**config.mk**
```make
export PLATFORM = sky130hd
export DESIGN_NAME = missed_frame_counter
export DESIGN_NICKNAME = d
export VERILOG_FILES = /design/src/rtl/mfc_pkg.sv /design/src/rtl/mfc_rst_sync.sv /design/src/rtl/mfc_qualify.sv /design/src/rtl/mfc_counter.sv /design/src/rtl/mfc_irq.sv /design/src/rtl/missed_frame_counter.sv
export SDC_FILE = /design/constraint.sdc
export NUM_CORES = 1
export LEC_CHECK = 0
export ABC_CLOCK_PERIOD_IN_PS = 800
export BUFFER_PORTS_ARGS = -buffer_cell sky130_fd_sc_hd__buf_2
export CORE_UTILIZATION = 40
export CTS_BUF_LIST = sky130_fd_sc_hd__clkbuf_2 sky130_fd_sc_hd__clkbuf_4 sky130_fd_sc_hd__clkbuf_8
export CTS_CLUSTER_DIAMETER = 30
export CTS_CLUSTER_SIZE = 30
export DETAILED_ROUTE_END_ITERATION = 12
export HOLD_SLACK_MARGIN = 0.06
export PLACE_DENSITY = 0.71
export SETUP_SLACK_MARGIN = 0.5
export SYNTH_ARGS = -nofsm -noshare
export SYNTH_HDL_FRONTEND = slang
export SYNTH_SLANG_ARGS = --single-unit
```
**constraint.sdc**
```tcl
create_clock -name clk -period 0.8 [get_ports clk]
set_clock_uncertainty 0.05 [all_clocks]
set_input_delay 0.16 -clock clk [delete_from_list [all_inputs] [get_ports clk]]
set_output_delay 0.16 -clock clk [all_outputs]
set_load 0.005 [all_outputs]
```
**src/rtl/mfc_pkg.sv**
```systemverilog
package mfc_pkg;

  // Per-frame qualifiers, valid with the end-of-frame strobe
  typedef struct packed {
    logic addr_ok;
    logic collided;
    logic short_frm;
    logic short_ok;
    logic bad_crc;
  } frame_qual_t;

endpackage

```
**src/rtl/mfc_rst_sync.sv**
```systemverilog
// Asserts asynchronously, releases on the clock after SYNC_STAGES edges
module mfc_rst_sync #(
  parameter int SYNC_STAGES = 2
) (
  input  logic clk,
  input  logic rst_n,
  output logic rst_n_sync
);

  logic [SYNC_STAGES-1:0] shift_q;

  always_ff @(posedge clk or negedge rst_n) begin
    if (!rst_n) shift_q <= '0;
    else        shift_q <= {shift_q[SYNC_STAGES-2:0], 1'b1};
  end

  assign rst_n_sync = shift_q[SYNC_STAGES-1];

endmodule

```
**src/rtl/mfc_qualify.sv**
```systemverilog
// Decides whether the frame ending this cycle is a counted miss; holds the arm state
module mfc_qualify
  import mfc_pkg::*;
(
  input  logic        clk,
  input  logic        rst_n,
  input  logic        soft_rst,
  input  logic        rx_enable,
  input  logic        fifo_ovf,
  input  logic        frame_cnt_full,
  input  logic        eof,
  input  frame_qual_t qual,
  output logic        count_evt
);

  logic armed_q, armed_d, armed_en;
  logic rx_blocked, deliverable;
  logic err_unused;

  // CRC/framing errors do not block delivery, so they play no part here
  assign err_unused = qual.bad_crc;

  always_comb begin
    rx_blocked  = !rx_enable || fifo_ovf || frame_cnt_full;
    deliverable = qual.addr_ok && !qual.collided && (!qual.short_frm || qual.short_ok);
    count_evt   = armed_q && eof && rx_blocked && deliverable && !soft_rst;
  end

  always_comb begin
    armed_en = soft_rst || (rx_enable && !armed_q);
    armed_d  = soft_rst ? 1'b0 : 1'b1;
  end

  always_ff @(posedge clk or negedge rst_n) begin
    if (!rst_n)        armed_q <= 1'b0;
    else if (armed_en) armed_q <= armed_d;
  end

endmodule

```
**src/rtl/mfc_counter.sv**
```systemverilog
// Read-to-clear event counter with wrap detection
module mfc_counter #(
  parameter int CNT_W = 8
) (
  input  logic             clk,
  input  logic             rst_n,
  input  logic             soft_rst,
  input  logic             inc,
  input  logic             rd_clr,
  output logic [CNT_W-1:0] cnt,
  output logic             wrap
);

  localparam logic [CNT_W-1:0] CNT_MAX = {CNT_W{1'b1}};
  localparam logic [CNT_W-1:0] CNT_ONE = {{(CNT_W-1){1'b0}}, 1'b1};

  logic [CNT_W-1:0] cnt_q, cnt_d;
  logic             cnt_en;

  always_comb begin
    cnt_d  = cnt_q;
    wrap   = 1'b0;
    cnt_en = soft_rst || rd_clr || inc;
    if (soft_rst) begin
      cnt_d = '0;
    end else if (rd_clr) begin
      cnt_d = inc ? CNT_ONE : '0;
    end else if (inc) begin
      cnt_d = cnt_q + CNT_ONE;
      wrap  = (cnt_q == CNT_MAX);
    end
  end

  always_ff @(posedge clk or negedge rst_n) begin
    if (!rst_n)      cnt_q <= '0;
    else if (cnt_en) cnt_q <= cnt_d;
  end

  assign cnt = cnt_q;

endmodule

```
**src/rtl/mfc_irq.sv**
```systemverilog
// Sticky overflow flag, mask bit and interrupt output
module mfc_irq (
  input  logic clk,
  input  logic rst_n,
  input  logic soft_rst,
  input  logic wrap,
  input  logic rd_status,
  input  logic mask_wr,
  input  logic mask_wdata,
  output logic flag,
  output logic mask,
  output logic irq
);

  logic flag_q, flag_d, flag_en;
  logic mask_q, mask_d, mask_en;

  always_comb begin
    flag_en = soft_rst || wrap || rd_status;
    flag_d  = !soft_rst && wrap;      // a new wrap outranks a status read
    mask_en = soft_rst || mask_wr;
    mask_d  = !soft_rst && mask_wdata;
  end

  always_ff @(posedge clk or negedge rst_n) begin
    if (!rst_n) begin
      flag_q <= 1'b0;
      mask_q <= 1'b0;
    end else begin
      if (flag_en) flag_q <= flag_d;
      if (mask_en) mask_q <= mask_d;
    end
  end

  assign flag = flag_q;
  assign mask = mask_q;
  assign irq  = flag_q && !mask_q;

endmodule

```
**src/rtl/missed_frame_counter.sv**
```systemverilog
module missed_frame_counter
  import mfc_pkg::*;
#(
  parameter int CNT_W       = 8,
  parameter int SYNC_STAGES = 2
) (
  input  logic             clk,
  input  logic             rst_n,
  input  logic             soft_rst,
  input  logic             rx_enable,
  input  logic             fifo_ovf,
  input  logic             frame_cnt_full,
  input  logic             eof,
  input  logic             addr_match,
  input  logic             slot_collision,
  input  logic             runt,
  input  logic             runt_accept,
  input  logic             frame_err,
  input  logic             rd_count,
  input  logic             rd_status,
  input  logic             mask_wr,
  input  logic             mask_wdata,
  output logic [CNT_W-1:0] count,
  output logic             ovf_flag,
  output logic             ovf_mask,
  output logic             irq
);

  logic        rst_n_int;
  logic        count_evt;
  logic        wrap_evt;
  frame_qual_t qual;

  assign qual = '{addr_ok:   addr_match,
                  collided:  slot_collision,
                  short_frm: runt,
                  short_ok:  runt_accept,
                  bad_crc:   frame_err};

  mfc_rst_sync #(.SYNC_STAGES(SYNC_STAGES)) u_rst_sync (
    .clk        (clk),
    .rst_n      (rst_n),
    .rst_n_sync (rst_n_int)
  );

  mfc_qualify u_qualify (
    .clk            (clk),
    .rst_n          (rst_n_int),
    .soft_rst       (soft_rst),
    .rx_enable      (rx_enable),
    .fifo_ovf       (fifo_ovf),
    .frame_cnt_full (frame_cnt_full),
    .eof            (eof),
    .qual           (qual),
    .count_evt      (count_evt)
  );

  mfc_counter #(.CNT_W(CNT_W)) u_counter (
    .clk      (clk),
    .rst_n    (rst_n_int),
    .soft_rst (soft_rst),
    .inc      (count_evt),
    .rd_clr   (rd_count),
    .cnt      (count),
    .wrap     (wrap_evt)
  );

  mfc_irq u_irq (
    .clk        (clk),
    .rst_n      (rst_n_int),
    .soft_rst   (soft_rst),
    .wrap       (wrap_evt),
    .rd_status  (rd_status),
    .mask_wr    (mask_wr),
    .mask_wdata (mask_wdata),
    .flag       (ovf_flag),
    .mask       (ovf_mask),
    .irq        (irq)
  );

endmodule

```
Word level (Yosys, flattened, before mapping)
Cells that the tools add are included.
{ "classes": {"n_mux": 8, "eq_ne": 1, "n_reduce_logical": 27, "add_sub_neg": 1} }
{ "op_table": {"columns": ["op", "count"], "rows": [
  ["$mux 8", 3],
  ["$logic_and 1x1->1", 10],
  ["$logic_or 1x1->1", 9],
  ["$add 8x1->8 const B", 1],
  ["$eq 8x8->1 const B", 1],
  ["$logic_not 1->1", 6],
  ["$mux 1", 5],
  ["$reduce_bool 3->1", 1],
  ["$reduce_and 2->1", 1]
]} }
{ "word_totals": {"elab_cells": 42, "regBits": 13} }

Depth between registers and ports, before layout
Gate-level depths: netlist of the first run.
{ "logic_depth": {"ltp_word": 11, "ltp_mapped": 4, "ltp_nobuf": 4} }

Modules after synthesis
From an unflattened synthesis of the first run, not the netlist that was laid out.
{ "unflattened": {"cells_unflattened": 60, "hier_area_um2": 634.4} }
{ "modules_own_cells": {"columns": ["mod", "area_per_inst_um2", "instances", "cells_each"], "rows": [
  ["mfc_counter", 414.1, 1, 41],
  ["mfc_irq", 88.8, 1, 8],
  ["mfc_qualify", 77.6, 1, 8],
  ["mfc_rst_sync", 53.8, 1, 3]
]} }

Worst setup path after synthesis of the first run
No wires, ideal clock.
{ "synth_timing": {"path_kind": "register -> register", "startpoint": "reg u_counter.cnt_q[2], in the netlist u_counter.cnt[2]", "endpoint": "reg u_counter.cnt_q[7], in the netlist u_counter.cnt[7]", "path_slack_ns": -0.923, "period_less_slack_ns": 1.723, "setup_time_ns": 0.077, "stages_incl_launch_ff": 5, "t_arrival_ns": 1.596, "cell_sequence": "dfrtp_1 -> nand3_2 -> or4b_4 -> or4_1 -> a21oi_1"} }
{ "synth_via": {"elab_chain_len": 4} }
{ "synth_lines": {"columns": ["item", "line", "text"], "rows": [
  ["start: declaration", "mfc_counter.sv:17", "logic [CNT_W-1:0] cnt_q, cnt_d;"],
  ["start signal: assignment", "mfc_counter.sv:36", "else if (cnt_en) cnt_q <= cnt_d;"],
  ["$add 8x1->8", "mfc_counter.sv:29", "cnt_d = cnt_q + CNT_ONE;"],
  ["$mux 8", "mfc_counter.sv:28", "end else if (inc) begin"],
  ["$mux 8", "mfc_counter.sv:26", "end else if (rd_clr) begin"],
  ["$mux 8", "mfc_counter.sv:24", "if (soft_rst) begin"]
]} }
Every way passes these cells. The select of a mux whose other input is x is not followed.
A chain may end at the register's enable or synchronous reset.

Worst setup path in the final report of the first run
{ "layout_timing": {"startpoint": "reg u_counter.cnt_q[1], in the netlist u_counter.cnt[1]", "endpoint": "reg u_counter.cnt_q[5], in the netlist u_counter.cnt[5]"} }
Same word-level chain as after synthesis.

==> impl_metrics.py, run 1 <==
metrics = {
    "timing": {
        "setup_tns_ps": -9811,
        "holdWs_ps": -407.2,
        "finalCritPeriodShare_pct": 205.8,
        "hold_viol_final": 2,
        "fin_crit_ps": 1647,
        "rsz0062_at_grt": "yes",
        "finalMaxSlewViolations": 0,
        "finalSetupViolations": 20,
        "final.setup.worst_slack_ps": -846.7,
        "max_freq_mhz": 607.3,
    },
    "synth": {
        "synthCells": 67,
        "synthDistinctLibCells": 31,
        "synthesis.area_um2": 665.6,
        "synthTopCellsByArea": "dfrtp_1 (49%), a21oi_1 (3.8%), nor2_1 (3.4%)",
        "seq_area_frac_synth_pct": 48.87,
        "synthFlopType": "dfrtp_1",
        "synth_nets": 84,
        "synth-compound-area-share_pct": 17.29,
        "synth.largest_area_cell": "dfrtp_1",
        "ys.warnings.count": 0,
        "synthXorXnorAreaFrac_pct": 0,
        "synth_seq_cells": 13,
        "synthSimpleGateAreaFrac_pct": 26.69,
        "synth_top_family_by_area": "simple AND/OR/NAND/NOR gates",
        "avgSynthCellArea_um2": 9.935,
        "synth_edf_count": 0,
        "synth_fa_ha_area_share_pct": 1.880,
        "synth_top_area_share_pct": 48.87,
        "synth-async-reset-ratio_pct": 100.0,
        "muxShareOfSynthArea_pct": 3.008,
    },
    "clock_network": {
        "root_buffer": "clkbuf_4",
        "cts_tree": "done",
        "path_clk_slew_ps": 90,
        "cts_buffers": 3,
        "clk_latency_ps": 280,
        "cts.path.max_buffers": 2,
        "clock-sinks": 13,
        "cts_max_level": 1,
    },
    "routing": {
        "wl_mm": 2.352,
        "ant_nets": 0,
        "dr.pass1.iters": 6,
        "first_iter_violations": 15,
        "vias": 788,
        "routedWlPerCell_um": 16.33,
        "drc": 0,
        "via_per_inst": 5.472,
    },
    "layout": {
        "layout_commonest_cell": "buf_4",
        "diodes": 0,
        "utilization_pct": 84.15,
        "multiInputGateArea_um2": 450.4,
        "area_delta_synth_final_pct": 92.67,
        "fillCellCount": 94,
        "layout.nets": 146,
        "drive_gt1_share_pct": 70.31,
        "seq_area_um2": 326.6,
        "final_cell_mix": "buf_4 (22), buf_2 (21), buf_6 (14)",
    },
    "floorplan": {
        "core_um2": 1524,
        "die_area_um2": 1831,
        "die_y_um": 42.80,
        "rows": 14,
        "fp.dieW_um": 42.80,
        "initial_core_util_pct": 43.68,
        "io_pins": 27,
    },
    "global_route": {
        "busiest_layer": "met2",
        "grt_max_degree": 12,
        "grt.met2_usage_pct": 46.97,
        "met3_usage_pct": 6.383,
        "antenna_found_initial": 0,
        "grt_pass1_wl_mm": 3.698,
        "grt_use_met1_pct": 32.71,
        "grt-ovfl-total": 0,
        "grt_pass1_vias": 849,
        "track_usage_pct": 27.22,
    },
    "pwr": {
        "power_density_nw_per_um2": 1070,
        "ir_worst_vdd_uv": 1050,
        "p_leak_uw": 0.0006185,
    },
    "critical_path": {
        "worstPathMaxFanout": 5,
        "reg2reg_from": "u_counter.cnt[1]",
        "crit_slowest_cell": "or4b_4",
        "cp-startpoint": "u_counter.cnt[1]",
        "cp_data_required_time_ps": 970,
        "crit_chain": "nand3_2, or4b_4, or4_4, a21oi_2",
        "cp.arrival_ps": 1810,
        "cp-start-kind": "register",
        "worstSetupEndpointType": "register",
        "critical_path_class": "reg2reg",
        "max_stage_delay_ps": 520,
    },
    "place": {
        "dpl.hpwl_mm": 1.467,
        "gp_congestion": 0.8095,
        "dp_slack_ps": -871.0,
        "port_buffers": 25,
    },
    "outcome": {
        "violations": "hold timing, setup timing",
        "outcome": "finished, violations left",
    },
    "hold_path": {
        "hp-class": "in2async",
    },
    "job": {
        "cap_violations": 0,
    },
}
==> critical path: cells and delay by family, from the launching register on <==
kind | cells | cell delay, ps
flip-flops | 1 | 380
AO/OA/AOI/OAI | 1 | 120
AND/OR/NAND/NOR | 3 | 1030
==> cells by family after synthesis <==
family / after synthesis
AO/OA/AOI/OAI: 17
adder cells (fa/ha/maj): 1
buffers and inverters: 3
flip-flops: 13
multiplexers: 2
other: 1
AND/OR/NAND/NOR: 30
==> per-layer routing <==
| layer | up-vias | routed length (um) |
|---|---|---|
| met4 | 0 | 37 |
| met3 | 6 | 124 |
| li1 | 371 | - |
| met5 | - | 0 |
| met1 | 380 | 956 |
| met2 | 31 | 1234 |
==> synthesized netlist by cell type, types with 2 or more instances <==
cell	n
dfrtp_1	13
nor2_1	6
a21oi_1	5
nand2_1	5
nand3_1	3
o31ai_1	3
or4_1	3
inv_1	2
mux2i_1	2
nor2b_1	2
o21ai_0	2
or3b_2	2
==> metrics by stage <==
step | total power (uW) | instance area [um2] | instances
detailed placement | 871.9 | 1051 | 133
CTS | 1350 | 1240 | 142
global route | 1415 | 1282 | 144
finish | 1373 | 1282 | 144
floorplan | 753.7 | 714.4 | 67
global placement | 864.3 | 1051 | 133
==> registers in the layout (all words and copies together), names as in the netlist <==
name / flops
u_counter.cnt: 8
u_irq.flag: 1
u_irq.mask: 1
u_qualify.armed_q: 1
u_rst_sync.shift_q: 2
==> final timing paths <==
kind	depth (start not counted)	end	slack, ps
min in group clk	3	u_irq.flag	110
worst max register to register	4	u_counter.cnt[5]	-850
max in group asynchronous	1	u_counter.cnt[6]	460
worst min register to register	1	u_counter.cnt[4]	130
worst max-delay path	4	u_counter.cnt[5]	-850
worst min-delay path	1	u_rst_sync.shift_q[1]	-410
==> timing repair <==
action | 4_1_cts | 5_1_grt
cloned | 0 | 0
pin swaps | 6 | 3
buffers inserted | 5 | 2
gates resized for setup | 26 | 5
endpoints found under the setup margin | 34 | 34
endpoints found under the hold margin | 2 | 2
==> layout make-up <==
class                      instances  area share, %
clock buffer                       4          2.341
inverter                           2         0.5854
multi-input combinational         51          35.12
sequential                        13          25.46
tap                               16          1.561
timing repair buffer              58          34.93
==> report_power, final <==
group          internal, uW  leakage (uW)  total, uW  switching (uW)
combinational           120      0.000426        227             107
clock                   227     0.0000184        468             241
sequential              669      0.000174        678            8.59
Note: power is estimated with default switching activity, not from simulation.
==> run 2, diff against run 1 <==
RECOVER_POWER = 25   (was not set)
==> impl_metrics.py, run 2 (synthesis gave the netlist of run 1 again) <==
metrics = {
    "place": {
        "dpl.hpwl_mm": 1.467,
        "gp_congestion": 0.8095,
        "port_buffers": 25,
    },
    "routing": {
        "first_iter_violations": 15,
        "vias": 789,
        "drc": 0,
        "via_per_inst": 5.479,
        "ant_nets": 0,
        "routedWlPerCell_um": 16.29,
        "wl_mm": 2.346,
        "dr.pass1.iters": 6,
    },
    "layout": {
        "multiInputGateArea_um2": 450.4,
        "diodes": 0,
        "drive_gt1_share_pct": 69.53,
        "layout.nets": 146,
        "area_delta_synth_final_pct": 90.23,
        "largest_reg_flops": 8,
        "layout_commonest_cell": "buf_4",
        "final_cell_mix": "buf_4 (22), buf_2 (20), buf_6 (14)",
        "seq_area_um2": 326.6,
        "fillCellCount": 96,
    },
    "timing": {
        "finalSetupViolations": 20,
        "final.setup.worst_slack_ps": -852.8,
        "holdWs_ps": -401.4,
        "setup_tns_ps": -9814,
        "fin_crit_ps": 1653,
        "hold_viol_final": 2,
        "max_freq_mhz": 605.0,
        "finalMaxSlewViolations": 0,
        "rsz0062_at_grt": "yes",
        "finalCritPeriodShare_pct": 206.6,
    },
    "pwr": {
        "power_density_nw_per_um2": 1070,
        "p_leak_uw": 0.0006105,
        "ir_worst_vdd_uv": 1050,
        "totalPowerFinal_uw": 1355,
    },
    "floorplan": {
        "core_um2": 1524,
        "io_pins": 27,
        "initial_core_util_pct": 43.68,
        "die_area_um2": 1831,
        "rows": 14,
        "fp.dieW_um": 42.80,
        "die_y_um": 42.80,
    },
    "critical_path": {
        "crit_buf_inv": 0,
        "cp-startpoint": "u_counter.cnt[1]",
        "rr_worst_depth": 4,
        "worstSetupEndpointType": "register",
        "cp-start-kind": "register",
        "crit_slowest_cell": "or4b_4",
        "critical_path_class": "reg2reg",
        "rrSetupSlack_ps": -850,
        "max_stage_delay_ps": 520,
        "r2r_end": "u_counter.cnt[5]",
        "cp_num_cells": 4,
        "worstPathMaxFanout": 5,
        "cp_data_required_time_ps": 960,
        "reg2reg_from": "u_counter.cnt[1]",
        "path_delay_family": "simple AND/OR/NAND/NOR gates",
        "crit_end": "u_counter.cnt[5]",
        "cp.arrival_ps": 1820,
        "crit_chain": "nand3_2, or4b_4, or4_4, a21oi_2",
    },
    "clock_network": {
        "cts.path.max_buffers": 2,
        "cts_max_level": 1,
        "clock-sinks": 13,
        "root_buffer": "clkbuf_4",
        "clk_latency_ps": 280,
        "path_clk_slew_ps": 90,
        "cts_tree": "done",
        "cts_buffers": 3,
    },
    "outcome": {
        "violations": "hold timing, setup timing",
        "outcome": "finished, violations left",
    },
    "global_route": {
        "grt_pass1_vias": 849,
        "track_usage_pct": 27.22,
        "grt_max_degree": 12,
        "grt-ovfl-total": 0,
        "grt_pass1_wl_mm": 3.698,
        "antenna_found_initial": 0,
    },
    "job": {
        "cap_violations": 0,
    },
    "hold_path": {
        "hp-class": "in2async",
    },
}
-- run 2: layout make-up --
cell class | instances | area share, %
multi-input cells | 51 | 35.57
repair buffers | 58 | 34.09
flip-flops and latches | 13 | 25.79
inverters | 2 | 0.5929
clock buffers | 4 | 2.372
well taps | 16 | 1.581
-- run 2: worst min path at each step --
stage                            endpoint   from  slack (ps)  depth (start not counted)
floorplan           u_rst_sync.shift_q[0]  rst_n        -190                          0
global placement    u_rst_sync.shift_q[0]  rst_n        -100                          1
detailed placement  u_rst_sync.shift_q[0]  rst_n        -100                          1
CTS                 u_rst_sync.shift_q[1]  rst_n        -400                          1
global route        u_rst_sync.shift_q[0]  rst_n        -410                          1
finish              u_rst_sync.shift_q[0]  rst_n        -400                          1
-- run 2: repair_timing --
action,CTS,global route
resized for setup,26,5
setup endpoints to repair,34,34
pin swaps,6,3
setup buffers,5,2
hold endpoints to repair,2,2
-- run 2: metrics by stage --
step	cells	area [um2]	hold WS [ps]	utilization [%]	setup slack [ps]
after floorplan	67	714.4	-185.6	-	-893.0
after global placement	133	1051	-104.6	68.97	-827.0
after detailed placement	133	1051	-102.8	68.97	-871.0
after CTS	142	1240	-402.9	81.36	-837.7
after global routing	144	1266	-413.9	83.09	-889.2
final	144	1266	-401.4	83.09	-852.8
-- run 2: report_power, final --
part           internal, uW  switching [uW]
registers               669            7.15
logic                   111             106
clock network           227             234
total                  1010             348
-- run 2: per-layer routing --
layer | vias to the layer above | GRT usage [%] | wire, um
met5 | - | 0 | 0
met4 | 0 | 9.375 | 37
met3 | 6 | 6.383 | 119
met2 | 31 | 46.97 | 1251
met1 | 380 | 32.71 | 938
li1 | 372 | - | -
==> run 3, diff against run 2 <==
PLACE_DENSITY = 0.72   (was 0.71)
SYNTH_HIERARCHICAL = 1   (was not set)
==> impl_metrics.py, run 3 <==
metrics = {
    "clock_network": {
        "cts.path.max_buffers": 2,
        "path_clk_slew_ps": 80,
        "cts_max_level": 1,
        "cts_tree": "done",
        "clk_latency_ps": 270,
        "root_buffer": "clkbuf_4",
        "cts_buffers": 3,
        "clock-sinks": 13,
    },
    "global_route": {
        "grt_pass1_wl_mm": 2.463,
        "antenna_found_initial": 0,
        "grt-ovfl-total": 0,
        "met3_usage_pct": 4.783,
        "grt_use_met1_pct": 22.06,
        "track_usage_pct": 19.10,
        "grt.met2_usage_pct": 32.81,
        "grt_max_degree": 8,
        "busiest_layer": "met2",
        "grt_pass1_vias": 598,
    },
    "floorplan": {
        "io_pins": 27,
        "initial_core_util_pct": 42.61,
        "fp.dieW_um": 41.83,
        "rows": 14,
        "die_area_um2": 1749,
        "core_um2": 1489,
        "die_y_um": 41.83,
    },
    "synth": {
        "synthFlopType": "dfrtp_1",
        "synthDistinctLibCells": 25,
        "ys.warnings.count": 6,
        "synthesis.area_um2": 634.4,
        "synth_common_cells": "dfrtp_1 (13), nor2_1 (9)",
        "synthTopCellsByArea": "dfrtp_1 (51%), nor2_1 (5.3%), xor2_1 (4.1%)",
        "synth_top_area_share_pct": 51.28,
        "synth_edf_count": 0,
        "synth_seq_cells": 13,
        "seq_area_frac_synth_pct": 51.28,
        "synth.largest_area_cell": "dfrtp_1",
        "synth_nets": 77,
        "synthCells": 60,
        "synth-async-reset-ratio_pct": 100.0,
        "synth.most_common_cell": "dfrtp_1",
        "avgSynthCellArea_um2": 10.57,
    },
    "timing": {
        "finalMaxSlewViolations": 0,
        "holdWs_ps": -393.5,
        "hold_viol_final": 2,
        "max_freq_mhz": 638.3,
        "fin_crit_ps": 1567,
        "finalCritPeriodShare_pct": 195.8,
        "final.setup.worst_slack_ps": -766.7,
        "finalSetupViolations": 20,
        "setup_tns_ps": -9499,
        "rsz0062_at_grt": "yes",
    },
    "critical_path": {
        "cp_data_required_time_ps": 960,
        "critical_path_class": "reg2reg",
        "worstSetupEndpointType": "register",
        "cp.arrival_ps": 1720,
        "cp-start-kind": "register",
        "worstPathMaxFanout": 5,
    },
    "outcome": {
        "outcome": "finished, violations left",
        "violations": "hold timing, setup timing",
    },
    "hold_path": {
        "hp-class": "in2async",
    },
    "routing": {
        "first_iter_violations": 4,
        "via_per_inst": 5.008,
        "dr.pass1.iters": 4,
        "wl_mm": 1.440,
        "vias": 601,
        "routedWlPerCell_um": 12.00,
        "drc": 0,
        "ant_nets": 0,
    },
    "layout": {
        "final_cells": 120,
        "area_delta_synth_final_pct": 58.97,
        "drive_gt1_share_pct": 56.73,
        "largest_reg_flops": 8,
        "final_cell_mix": "buf_2 (20), dfrtp_1 (11), buf_6 (10), buf_4 (10), nor2_1 (9)",
        "seq_area_um2": 327.8,
        "layout_commonest_cell": "buf_2",
        "fillCellCount": 112,
        "diodes": 0,
        "multiInputGateArea_um2": 331.6,
        "layout.nets": 122,
    },
    "place": {
        "port_buffers": 25,
        "gp_congestion": 0.6952,
        "dpl.hpwl_mm": 1.031,
        "placed_cells": 111,
    },
    "pwr": {
        "power_density_nw_per_um2": 1216,
        "p_leak_uw": 0.0004903,
        "ir_worst_vdd_uv": 993.4,
    },
    "job": {
        "cap_violations": 0,
    },
}
[run 3: timing repair]
item / CTS / global route
pin swaps: 8 / 1
buffers inserted: 5 / 0
gates resized for setup: 18 / 1
endpoints found under the hold margin: 2 / 2
endpoints found under the setup margin: 34 / 34
[run 3: worst paths after layout]
path / startpoint / cells past startpoint / slack (ps) / end
min reg2reg: u_rst_sync/shift_q[1] / 1 / 120 / u_counter/cnt[7]
min in group clk: mask_wdata / 3 / 70 / u_irq/mask
max reg2reg: u_qualify/armed_q / 6 / -770 / u_counter/cnt[5]
max in group asynchronous: u_rst_sync/shift_q[1] / 1 / 280 / u_counter/cnt[4]
max: u_qualify/armed_q / 6 / -770 / u_counter/cnt[5]
min: rst_n / 1 / -390 / u_rst_sync/shift_q[1]
[run 3: logic make-up after synthesis]
kind of cell	after synthesis	synth area share, %
AOI/OAI and AO/OA	7	6.113
adders and majority gates	1	1.972
buffers and inverters	3	2.957
DFF	13	51.28
other	1	0.5911
muxes	2	3.156
xor gates and xnor gates	4	5.524
and+or+nand+nor	29	28.40
[run 3: critical path: stages (launching register included)]
cell and delay (ps):
dfrtp_1 360, nand3_2 80, nor4b_2 250, buf_4 170
nand4_4 120, or3_4 340, a21oi_2 120
[run 3: cell type report]
cell class / count / share of cell area [%]
Sequential cell: 13 / 32.51
Inverter: 1 / 0.3722
Clock buffer: 4 / 2.978
Multi-Input combinational cell: 44 / 32.88
Timing Repair Buffer: 42 / 29.28
Tap cell: 16 / 1.985
[run 3: report_power, final]
part / switching (uW) / internal (uW)
Sequential: 7.39 / 669
Combinational: 50.4 / 61.5
Clock: 211 / 227
Total: 269 / 957
[run 3: through the flow]
step	utilization (%)	cell area, um2	hold WS, ps	worst slack [ps]	power [uW]
3_5_place_dp	57.90	862.1	-103.3	-781.3	786.7
3_3_place_gp	57.90	862.1	-105.2	-729.0	785.2
4_1_cts	67.98	1012	-406.1	-756.8	1248
2_1_floorplan	-	641.9	-185.6	-734.1	724.5
6_report	67.73	1008	-393.5	-766.7	1226
5_1_grt	67.73	1008	-397.0	-830.2	1283
[run 3: routing by layer]
layer	vias to the layer above	routed length [um]
li1	296	-
met1	293	636
met2	12	756
met3	0	47
met4	0	0
met5	-	0
